## src/rtl/spibaud_pkg.sv

```systemverilog
package spibaud_pkg;

  typedef enum logic [2:0] {
    ST_IDLE   = 3'd0,
    ST_QUOT   = 3'd1,
    ST_SEARCH = 3'd2,
    ST_FMAX   = 3'd3,
    ST_FMIN   = 3'd4
  } calc_st_e;

  // Overall divide factor at the fastest setting: (2 << 0) * 2 * (brg_min + 1)
  function automatic int unsigned fast_factor(input int unsigned brg_min);
    return 4 * (brg_min + 1);
  endfunction

  // Overall divide factor at the slowest setting: (2 << div_max) * 2 * (brg_max + 1)
  function automatic int unsigned slow_factor(input int unsigned div_max,
                                              input int unsigned brg_max);
    return (2 << div_max) * 2 * (brg_max + 1);
  endfunction

endpackage

```

## src/rtl/spibaud_divider.sv

```systemverilog
module spibaud_divider #(
  parameter int W = 32
) (
  input  logic         clk,
  input  logic         rst_n,
  input  logic         go,
  input  logic [W-1:0] dividend,
  input  logic [W-1:0] divisor,
  output logic [W-1:0] quotient,
  output logic         fin
);
  localparam int CW = $clog2(W + 1);

  logic [W-1:0]  acc_q;   // dividend shifting out, quotient shifting in
  logic [W-1:0]  rem_q;
  logic [W-1:0]  dvd_l;
  logic [W-1:0]  dvs_l;
  logic [CW-1:0] cnt_q;

  logic [W:0]    shifted;
  logic [W:0]    trial;
  logic [W-1:0]  acc_nx;
  logic [W-1:0]  rem_nx;

  always_comb begin
    shifted = {rem_q, acc_q[W-1]};
    trial   = shifted - {1'b0, dvs_l};
    if (!trial[W]) begin
      rem_nx = trial[W-1:0];
      acc_nx = {acc_q[W-2:0], 1'b1};
    end else begin
      rem_nx = shifted[W-1:0];
      acc_nx = {acc_q[W-2:0], 1'b0};
    end
  end

  always_ff @(posedge clk or negedge rst_n) begin
    if (!rst_n) begin
      acc_q <= '0;
      rem_q <= '0;
      dvd_l <= '0;
      dvs_l <= '0;
      cnt_q <= '0;
      fin   <= 1'b0;
    end else begin
      fin <= 1'b0;
      if (go) begin
        acc_q <= dividend;
        rem_q <= '0;
        dvd_l <= dividend;
        dvs_l <= divisor;
        cnt_q <= CW'(W);
      end else if (cnt_q != '0) begin
        acc_q <= acc_nx;
        rem_q <= rem_nx;
        cnt_q <= cnt_q - CW'(1);
        if (cnt_q == CW'(1)) fin <= 1'b1;
      end
    end
  end

  assign quotient = acc_q;

  // Named internal events for the checks
  logic [2*W-1:0] recon;
  assign recon = ({{W{1'b0}}, acc_q} * {{W{1'b0}}, dvs_l}) + {{W{1'b0}}, rem_q};


  no_zero_divisor_chk: assert property (@(posedge clk) disable iff (!rst_n)
    go |-> divisor != '0);


  div_identity_chk: assert property (@(posedge clk) disable iff (!rst_n)
    fin |-> (recon == {{W{1'b0}}, dvd_l}) && (rem_q < dvs_l));


  no_reload_chk: assert property (@(posedge clk) disable iff (!rst_n)
    go |-> cnt_q == '0);

endmodule

```

## src/rtl/spibaud_search.sv

```systemverilog
module spibaud_search #(
  parameter int W       = 32,
  parameter int DIV_MAX = 3,
  parameter int BRG_MIN = 4,
  parameter int BRG_MAX = 63,
  parameter int DIVW    = 2,
  parameter int BRGW    = 6
) (
  input  logic            clk,
  input  logic            rst_n,
  input  logic            go,
  input  logic [W-1:0]    ratio,
  output logic [DIVW-1:0] div_o,
  output logic [BRGW-1:0] brg_o,
  output logic            fin
);
  localparam logic [W-1:0] Q_LO = W'(BRG_MIN + 1);
  localparam logic [W-1:0] Q_HI = W'(BRG_MAX + 1);

  // Baud divisor plus one for a given ratio and exponent
  function automatic logic [W-1:0] q_of(input logic [W-1:0] r, input logic [DIVW-1:0] d);
    return r >> ({{(32-DIVW){1'b0}}, d} + 32'd2);
  endfunction

  logic [W-1:0]    ratio_l;
  logic [DIVW-1:0] cur_d;
  logic            run;
  logic            hit_fast;
  logic            hit_slow;
  logic [W-1:0]    q;
  logic            too_fast;
  logic            fits;
  logic            last_step;

  assign q         = q_of(ratio_l, cur_d);
  assign too_fast  = q < Q_LO;
  assign fits      = q <= Q_HI;
  assign last_step = cur_d == DIVW'(DIV_MAX);

  always_ff @(posedge clk or negedge rst_n) begin
    if (!rst_n) begin
      ratio_l  <= '0;
      cur_d    <= '0;
      run      <= 1'b0;
      div_o    <= '0;
      brg_o    <= '0;
      fin      <= 1'b0;
      hit_fast <= 1'b0;
      hit_slow <= 1'b0;
    end else begin
      fin      <= 1'b0;
      hit_fast <= 1'b0;
      hit_slow <= 1'b0;
      if (go) begin
        ratio_l <= ratio;
        cur_d   <= '0;
        run     <= 1'b1;
      end else if (run) begin
        if (too_fast) begin
          div_o    <= cur_d;
          brg_o    <= BRGW'(BRG_MIN);
          fin      <= 1'b1;
          hit_fast <= 1'b1;
          run      <= 1'b0;
        end else if (fits) begin
          div_o <= cur_d;
          brg_o <= BRGW'(q - W'(1));
          fin   <= 1'b1;
          run   <= 1'b0;
        end else if (last_step) begin
          div_o    <= DIVW'(DIV_MAX);
          brg_o    <= BRGW'(BRG_MAX);
          fin      <= 1'b1;
          hit_slow <= 1'b1;
          run      <= 1'b0;
        end else begin
          cur_d <= cur_d + DIVW'(1);
        end
      end
    end
  end


  fast_first_step_chk: assert property (@(posedge clk) disable iff (!rst_n)
    hit_fast |-> div_o == '0);


  slow_clamp_chk: assert property (@(posedge clk) disable iff (!rst_n)
    hit_slow |-> (div_o == DIVW'(DIV_MAX)) && (brg_o == BRGW'(BRG_MAX)));


  brg_legal_chk: assert property (@(posedge clk) disable iff (!rst_n)
    fin |-> (brg_o >= BRGW'(BRG_MIN)) && (brg_o <= BRGW'(BRG_MAX)));


  search_idle_go_chk: assert property (@(posedge clk) disable iff (!rst_n)
    go |-> !run);

endmodule

```

## src/rtl/spibaud_calc.sv

```systemverilog
module spibaud_calc #(
  parameter int W       = 32,
  parameter int DIV_MAX = 3,
  parameter int BRG_MIN = 4,
  parameter int BRG_MAX = 63,
  parameter int DIVW    = $clog2(DIV_MAX + 1),
  parameter int BRGW    = $clog2(BRG_MAX + 1)
) (
  input  logic                 clk,
  input  logic                 rst_n,
  input  logic                 start,
  input  logic [W-1:0]         mclk_hz,
  input  logic [W-1:0]         sclk_hz,
  output logic                 busy,
  output logic                 done,
  output logic [DIVW-1:0]      div_sel,
  output logic [BRGW-1:0]      brg_sel,
  output logic [DIVW+BRGW-1:0] cfg_word,
  output logic [W-1:0]         f_max_hz,
  output logic [W-1:0]         f_min_hz
);
  import spibaud_pkg::*;

  localparam logic [W-1:0] FAST_DIV = W'(fast_factor(BRG_MIN));
  localparam logic [W-1:0] SLOW_DIV = W'(slow_factor(DIV_MAX, BRG_MAX) + 1);

  calc_st_e        st;
  logic [W-1:0]    m_l;
  logic [W-1:0]    s_l;
  logic            dv_go;
  logic [W-1:0]    dv_a;
  logic [W-1:0]    dv_b;
  logic [W-1:0]    dv_quo;
  logic            dv_fin;
  logic            srch_go;
  logic [DIVW-1:0] srch_div;
  logic [BRGW-1:0] srch_brg;
  logic            srch_fin;
  logic [DIVW-1:0] div_r;
  logic [BRGW-1:0] brg_r;
  logic [W-1:0]    fmax_r;
  logic [W-1:0]    fmin_r;

  spibaud_divider #(.W(W)) u_div (
    .clk      (clk),
    .rst_n    (rst_n),
    .go       (dv_go),
    .dividend (dv_a),
    .divisor  (dv_b),
    .quotient (dv_quo),
    .fin      (dv_fin)
  );

  spibaud_search #(
    .W(W), .DIV_MAX(DIV_MAX), .BRG_MIN(BRG_MIN), .BRG_MAX(BRG_MAX),
    .DIVW(DIVW), .BRGW(BRGW)
  ) u_search (
    .clk   (clk),
    .rst_n (rst_n),
    .go    (srch_go),
    .ratio (dv_quo),
    .div_o (srch_div),
    .brg_o (srch_brg),
    .fin   (srch_fin)
  );

  always_ff @(posedge clk or negedge rst_n) begin
    if (!rst_n) begin
      st      <= ST_IDLE;
      m_l     <= '0;
      s_l     <= '0;
      dv_go   <= 1'b0;
      dv_a    <= '0;
      dv_b    <= '0;
      srch_go <= 1'b0;
      div_r   <= '0;
      brg_r   <= '0;
      fmax_r  <= '0;
      fmin_r  <= '0;
      done    <= 1'b0;
    end else begin
      dv_go   <= 1'b0;
      srch_go <= 1'b0;
      done    <= 1'b0;
      unique case (st)
        ST_IDLE: begin
          if (start) begin
            m_l   <= mclk_hz;
            s_l   <= sclk_hz;
            dv_go <= 1'b1;
            dv_a  <= mclk_hz;
            if (sclk_hz == '0) begin
              div_r <= DIVW'(DIV_MAX);
              brg_r <= BRGW'(BRG_MAX);
              dv_b  <= FAST_DIV;
              st    <= ST_FMAX;
            end else begin
              dv_b <= sclk_hz;
              st   <= ST_QUOT;
            end
          end
        end
        ST_QUOT: begin
          if (dv_fin) begin
            srch_go <= 1'b1;
            st      <= ST_SEARCH;
          end
        end
        ST_SEARCH: begin
          if (srch_fin) begin
            div_r <= srch_div;
            brg_r <= srch_brg;
            dv_go <= 1'b1;
            dv_a  <= m_l;
            dv_b  <= FAST_DIV;
            st    <= ST_FMAX;
          end
        end
        ST_FMAX: begin
          if (dv_fin) begin
            fmax_r <= dv_quo;
            dv_go  <= 1'b1;
            dv_a   <= m_l;
            dv_b   <= SLOW_DIV;
            st     <= ST_FMIN;
          end
        end
        ST_FMIN: begin
          if (dv_fin) begin
            fmin_r <= dv_quo + W'(1);
            done   <= 1'b1;
            st     <= ST_IDLE;
          end
        end
        default: st <= ST_IDLE;
      endcase
    end
  end

  assign busy     = st != ST_IDLE;
  assign div_sel  = div_r;
  assign brg_sel  = brg_r;
  assign cfg_word = {div_r, brg_r};
  assign f_max_hz = fmax_r;
  assign f_min_hz = fmin_r;


  done_single_chk: assert property (@(posedge clk) disable iff (!rst_n)
    done |=> !done);


  done_when_idle_chk: assert property (@(posedge clk) disable iff (!rst_n)
    done |-> !busy);


  start_ignored_chk: assert property (@(posedge clk) disable iff (!rst_n)
    (busy && start) |=> $stable(m_l) && $stable(s_l));


  zero_req_chk: assert property (@(posedge clk) disable iff (!rst_n)
    (done && s_l == '0) |-> (div_sel == DIVW'(DIV_MAX)) && (brg_sel == BRGW'(BRG_MAX)));


  result_legal_chk: assert property (@(posedge clk) disable iff (!rst_n)
    done |-> (brg_sel >= BRGW'(BRG_MIN)) && (brg_sel <= BRGW'(BRG_MAX)));

endmodule

```

## config.mk

```make
export PLATFORM = sky130hd
export DESIGN_NAME = spibaud_calc
export DESIGN_NICKNAME = d
export VERILOG_FILES = /design/src/rtl/spibaud_pkg.sv /design/src/rtl/spibaud_divider.sv /design/src/rtl/spibaud_search.sv /design/src/rtl/spibaud_calc.sv
export SDC_FILE = /design/constraint.sdc
export NUM_CORES = 1
export LEC_CHECK = 0
export ABC_AREA = 1
export BUFFER_PORTS_ARGS = -buffer_cell sky130_fd_sc_hd__buf_2
export CORE_UTILIZATION = 55
export DETAILED_ROUTE_END_ITERATION = 7
export GPL_TIMING_DRIVEN = 0
export PLACE_DENSITY = 0.74
export SLEW_MARGIN = 15
export SYNTH_ARGS = -nofsm -noshare
export SYNTH_HDL_FRONTEND = slang
export SYNTH_SLANG_ARGS = --single-unit
export TNS_END_PERCENT = 10
```

## constraint.sdc

```tcl
create_clock -name clk -period 5.7 [get_ports clk]
set_clock_uncertainty 0.05 [all_clocks]
set_input_delay 0.57 -clock clk [delete_from_list [all_inputs] [get_ports clk]]
set_output_delay 0.57 -clock clk [all_outputs]
set_load 0.005 [all_outputs]
```

# Yosys cells after proc, flatten, opt, wreduce, memory -nomap -nowiden
# Index checks and enable logic that the tools add are counted.
# totals
register_bits	321
latch_bits	0
ramBits	0
rom_bits	0
inputBits	67
out_inout_bits	82
wordCells	126
n_memories	0
# classes
addsub	6
mul	0
div	0
order_cmp	2
eq_ne	15
shift	1
muxes	62
bitwise_logic	1
reduce_logical	17
# ops
cell	n
$mux 32	12
$pmux 32 s3	2
$mux 6	8
$sub 33x32->33	1
$add 32x1->32 const B	1
$le 32x7->1 const B	1
$logic_not 32->1	1
$lt 32x3->1 const B	1
$shr 32x3->32	1
$mux 2	12
$mux 1	19
$mux 3	5
$pmux 3 s5	1
$pmux 6 s2	1
$reduce_and 4->1	3
$sub 6x1->6 const B	2
$ne 2x2->1 const B	5
$reduce_bool 3->1	3
$ne 2x1->1 const B	4
$eq 3x2->1 const B	2
$eq 6x1->1 const B	1
$reduce_and 2->1	3
$reduce_bool 2->1	3
$reduce_bool 6->1	1
11 further kinds	11

# Depth between registers and ports, before layout
# logic_depth
word_depth	7
ltp_mapped	19
mapped_depth_nobuf	18

# By module
# From an unflattened synthesis, not the netlist that was laid out.
# unflattened
cells_unflattened	2260
area_unflattened_um2	17151.4
# modules_own_cells
module	n_inst	cells_per_inst	area_each_um2
spibaud_calc	1	929	7888.8
spibaud_divider	1	1045	7111.8
spibaud_search	1	286	2150.8

# Least setup slack after synthesis
# Ideal clock, no wire load.
# synth_timing
path_kind	flip-flop to flip-flop
from	register u_div.acc_q[31], in the netlist u_div.quotient[31]
to	register u_div.rem_q[10]
setup_time_ns	0.117
t_arrival_ns	2.179
required_time_ns	5.533
slack_ns	3.354
stages_incl_launch_ff	20
n_path_buf	2
path_cell_list	dfrtp_1 -> inv_1 -> ha_1 -> fa_1 -> inv_1 -> nand2_1 -> nand2_1 -> nand3_1 -> nand2_2 -> nand2_1 -> nand2_2 -> nand2_4 -> nand2_4 -> nand2_4 -> nand2_4 -> buf_12 -> buf_12 -> nand2_2 -> nand3_1 -> nand2_1
# synth_between
elab_chain_cells	4
# synth_rtl
element	line_no	rtl
from (decl)	spibaud_divider.sv:14	logic [W-1:0] acc_q;
from (signal assigned)	spibaud_divider.sv:48	acc_q <= dividend;
from (signal assigned)	spibaud_divider.sv:54	acc_q <= acc_nx;
$sub 33x32->33	spibaud_divider.sv:27	trial = shifted - {1'b0, dvs_l};
$mux 32	spibaud_divider.sv:28	if (!trial[W]) begin
$mux 32	spibaud_divider.sv:53	end else if (cnt_q != '0) begin
$mux 32	spibaud_divider.sv:47	if (go) begin
to (signal assigned)	spibaud_divider.sv:55	rem_q <= rem_nx;
to (decl)	spibaud_divider.sv:15	logic [W-1:0] rem_q;
# No other way between the ends. The select of a mux whose other input is x is not followed.
# A chain may end at the register's enable or synchronous reset.

# Final worst setup path
# layout_timing
from	register u_div.acc_q[31], in the netlist u_div.quotient[31]
to	register u_div.rem_q[22]
# The elaborated chain is that of the path after synthesis.

==> flow_metrics.tcl <==
set metrics [dict create \
    rsz0062_at_grt "no" \
    ys_seq_elements 319 \
    tightest_slew_ns 0.9194 \
    diodes 0 \
    antenna_found_initial 1 \
    synth_mux_area_share_pct 0 \
    swShare_pct 46.60 \
    synth.top_cell.area_share_pct 46.79 \
    synth_top_family_by_area "simple AND/OR/NAND/NOR gates" \
    critPathLaunchType "flip-flop" \
    start_util_pct 55.77 \
    clkTransAtPathRegs_ns 0.06 \
    dp_hpwl_um 36620 \
    synth_xor_area_share_pct 2.259 \
    die_y_um 178.1 \
    syn_area_mm2 0.01706 \
    final_max_slew_viol_count 0 \
    grt_overflow_total 0 \
    final_cell_mix "nand2_1, inv_1, dfrtp_1, o21ai_0, buf_2" \
    first_iter_violations 1284 \
    route.detailed.drc 0 \
    synth_edf_count 0 \
    wl_um 47670 \
    drive_gt1_share_pct 12.81 \
    die_area_mm2 0.03173 \
    cts_buffers 36 \
    final_antenna_net_count 0 \
    clock_path_buffers 3 \
    core_area_mm2 0.03059 \
    avgSynthCellArea_um2 7.639 \
    routedWlPerCell_um 16.75 \
    place_congestion 0.9522 \
    vias 15390 \
    ir_drop_uv 319.2 \
    io_buffers 148 \
    synth_compound_area_share_pct 11.32 \
    outcome "finished, final reports clean" \
    slew_headroom_pct 38.48 \
    switching_power_mw 6.126 \
    clkSinkCount 319 \
    powerDensity_mw_per_mm2 670.2 \
    synth-adder-area-share_pct 2.978 \
    yosysWarnings 0 \
    yosys.area_share.simple_pct 26.40 \
    num_rows 64 \
    clock.fmax_mhz 336.2 \
    p_int_mw 7.021 \
    min_period_over_period_pct 52.19 \
    fin_util_pct 64.13 \
    final_common_cell "nand2_1" \
    async_reset_ff_share_pct 100.0 \
    comb_power_share_pct 53.5 \
    ios 149 \
    cts_tree "yes" \
    ys_top_cells_by_area "dfrtp_1, nand2_1, inv_1" \
    p_clk_share_pct 17.9 \
    dr.pass1.iters 6 \
    period_minus_slack_ns 2.975 \
    fp.dieW_um 178.1 \
    setup_viol 0 \
    cp_data_arrival_time_ns 3.35 \
    ys_seq_area_share_pct 46.79 \
    root_buffer "clkbuf_16" \
    nNetsFinal 2530 \
    syn_nets 2340 \
    grt_pass1_wl_um 76070 \
    synth.distinct_cells 49 \
    grt_pass1_vias 14420 \
    yosys_most_used_dff "dfrtp_1" \
    hold_viol_final 0 \
    clock_latency_ns 0.53 \
    p_leak_nw 10.18 \
    hp-class "in2reg" \
    fillers 2706 \
    vias_per_cell 5.404 \
    cp_data_required_time_ns 6.07 \
    criticalPathCategory "reg2reg" \
    max_cap_viol_count 0 \
    synth_top_area_cell "dfrtp_1" \
    sequentialPowerShare_pct 28.6 \
    cts_resized 0 \
    area.growth.synth_to_final_pct 14.99 \
    track_usage_pct 30.76 \
    cp-end-kind "flip-flop" \
    grt_max_degree 104 \
    crit_fanout 10 \
    total_power_mw 13.15 \
    htreeDepth 2 \
    syn_inst 2233 \
]
power by group through the flow:
| stage | combinational (mW) | clock, mW | sequential [mW] |
|---|---|---|---|
| 2_1_floorplan | 5.10 | 0 | 3.61 |
| 3_3_place_gp | 6.77 | 0 | 3.75 |
| 3_5_place_dp | 6.93 | 0 | 3.77 |
| 4_1_cts | 7.00 | 2.37 | 3.74 |
| 5_1_grt | 7.95 | 2.47 | 3.85 |
| 6_report | 7.04 | 2.35 | 3.76 |
sequential cells by signal, indices dropped and copies added, names as in the netlist, 30 cells and up:
| signal | count |
|---|---|
| f_max_hz | 32 |
| m_l | 32 |
| u_div.rem_q | 32 |
| f_min_hz | 32 |
| dv_a | 32 |
| u_search.ratio_l | 30 |
| u_div.dvs_l | 32 |
| u_div.quotient | 32 |
| dv_b | 32 |
synth_stat cells (3+ instances only):
library cell  count
nand2_1         752
o211ai_1         30
nor3_1           20
xor2_1           28
buf_4            12
o221ai_1         30
nand3b_1          7
nand3_1          76
buf_6             4
inv_1           326
buf_12            3
a21oi_2           3
nand3_2           7
nor2_1          107
clkinv_1          3
inv_2             9
o22ai_1           4
clkbuf_1         59
o21ai_0         217
nor4_1           12
o21ai_1          17
nand2_4           4
xnor2_1          16
ha_1             39
dfrtp_1         319
a21oi_1          26
and2_1            5
nand2_2          32
nand4_1          22
buf_2            11
nor2_2            9
final cells by class:
class                   instances  area, um^2  area share, %
plain buffers                  91       479.2          2.443
repair buffers                152       843.3          4.299
multi-input cells            1485        7328          37.36
flip-flops and latches        319        7983          40.69
inverters                     338        1269          6.468
clock inverters                13       162.7         0.8292
clock buffers                  53        1056          5.383
well taps                     396       495.5          2.526
worst max-delay path, cell delays in order (launching register included):
cell     delay [ns]
dfrtp_1        0.42
inv_1          0.19
ha_1           0.29
fa_1           0.43
inv_1          0.10
nand2_1        0.05
nand2_1        0.07
nand3_1        0.09
nand2_2        0.14
nand2_1        0.08
nand2_2        0.14
nand2_4        0.10
nand2_4        0.08
nand2_2        0.05
nand2_2        0.06
buf_2          0.27
nand2_1        0.12
nand3_2        0.09
nand2_1        0.05
per-layer routing:
layer / GRT usage, % / wire length, um / up-vias
met5: 0 / 10 / -
met4: 9.117 / 1311 / 2
met3: 4.838 / 3344 / 101
met2: 46.32 / 20810 / 531
met1: 45.57 / 22200 / 7332
li1: - / - / 7420
repair_timing:
action	4_1_cts	5_1_grt
setup buffers	0	0
hold buffers	1	0
endpoints found under the setup margin	0	0
endpoints found under the hold margin	58	0
final timing paths:
path | from | depth (start not counted) | slack [ns] | to
setup / recovery | u_div.quotient[31] | 18 | 2.73 | u_div.rem_q[22]
max in group asynchronous | rst_n | 4 | 3.87 | dv_a[23]
hold / removal | mclk_hz[30] | 3 | 0.21 | m_l[30]
setup reg to reg | u_div.quotient[31] | 18 | 2.73 | u_div.rem_q[22]
hold reg to reg | u_search.brg_o[3] | 2 | 0.43 | u_search.brg_o[3]
min in group asynchronous | rst_n | 2 | 0.50 | div_sel[0]
metrics by stage:
step / area, um^2 / std cells / setup TNS, ns / hold WS, ns / setup slack [ns]
2_1_floorplan: 17060 / 2233 / 0 / 0.2244 / 3.354
3_3_place_gp: 18300 / 2777 / -600.46 / 0.4129 / -1.910
3_5_place_dp: 18390 / 2780 / 0 / 0.4102 / 2.819
4_1_cts: 19620 / 2847 / 0 / 0.2079 / 2.768
5_1_grt: 19620 / 2847 / 0 / 0.2269 / 2.512
6_report: 19620 / 2847 / 0 / 0.2147 / 2.725
cells by family after synthesis:
logic type,count (synthesis)
flops,319
compound gates,338
simple gates,1063
buf+inv,429
xor+xnor,44
fa+ha+maj,40
No activity file was read; power rests on OpenSTA's default activity.
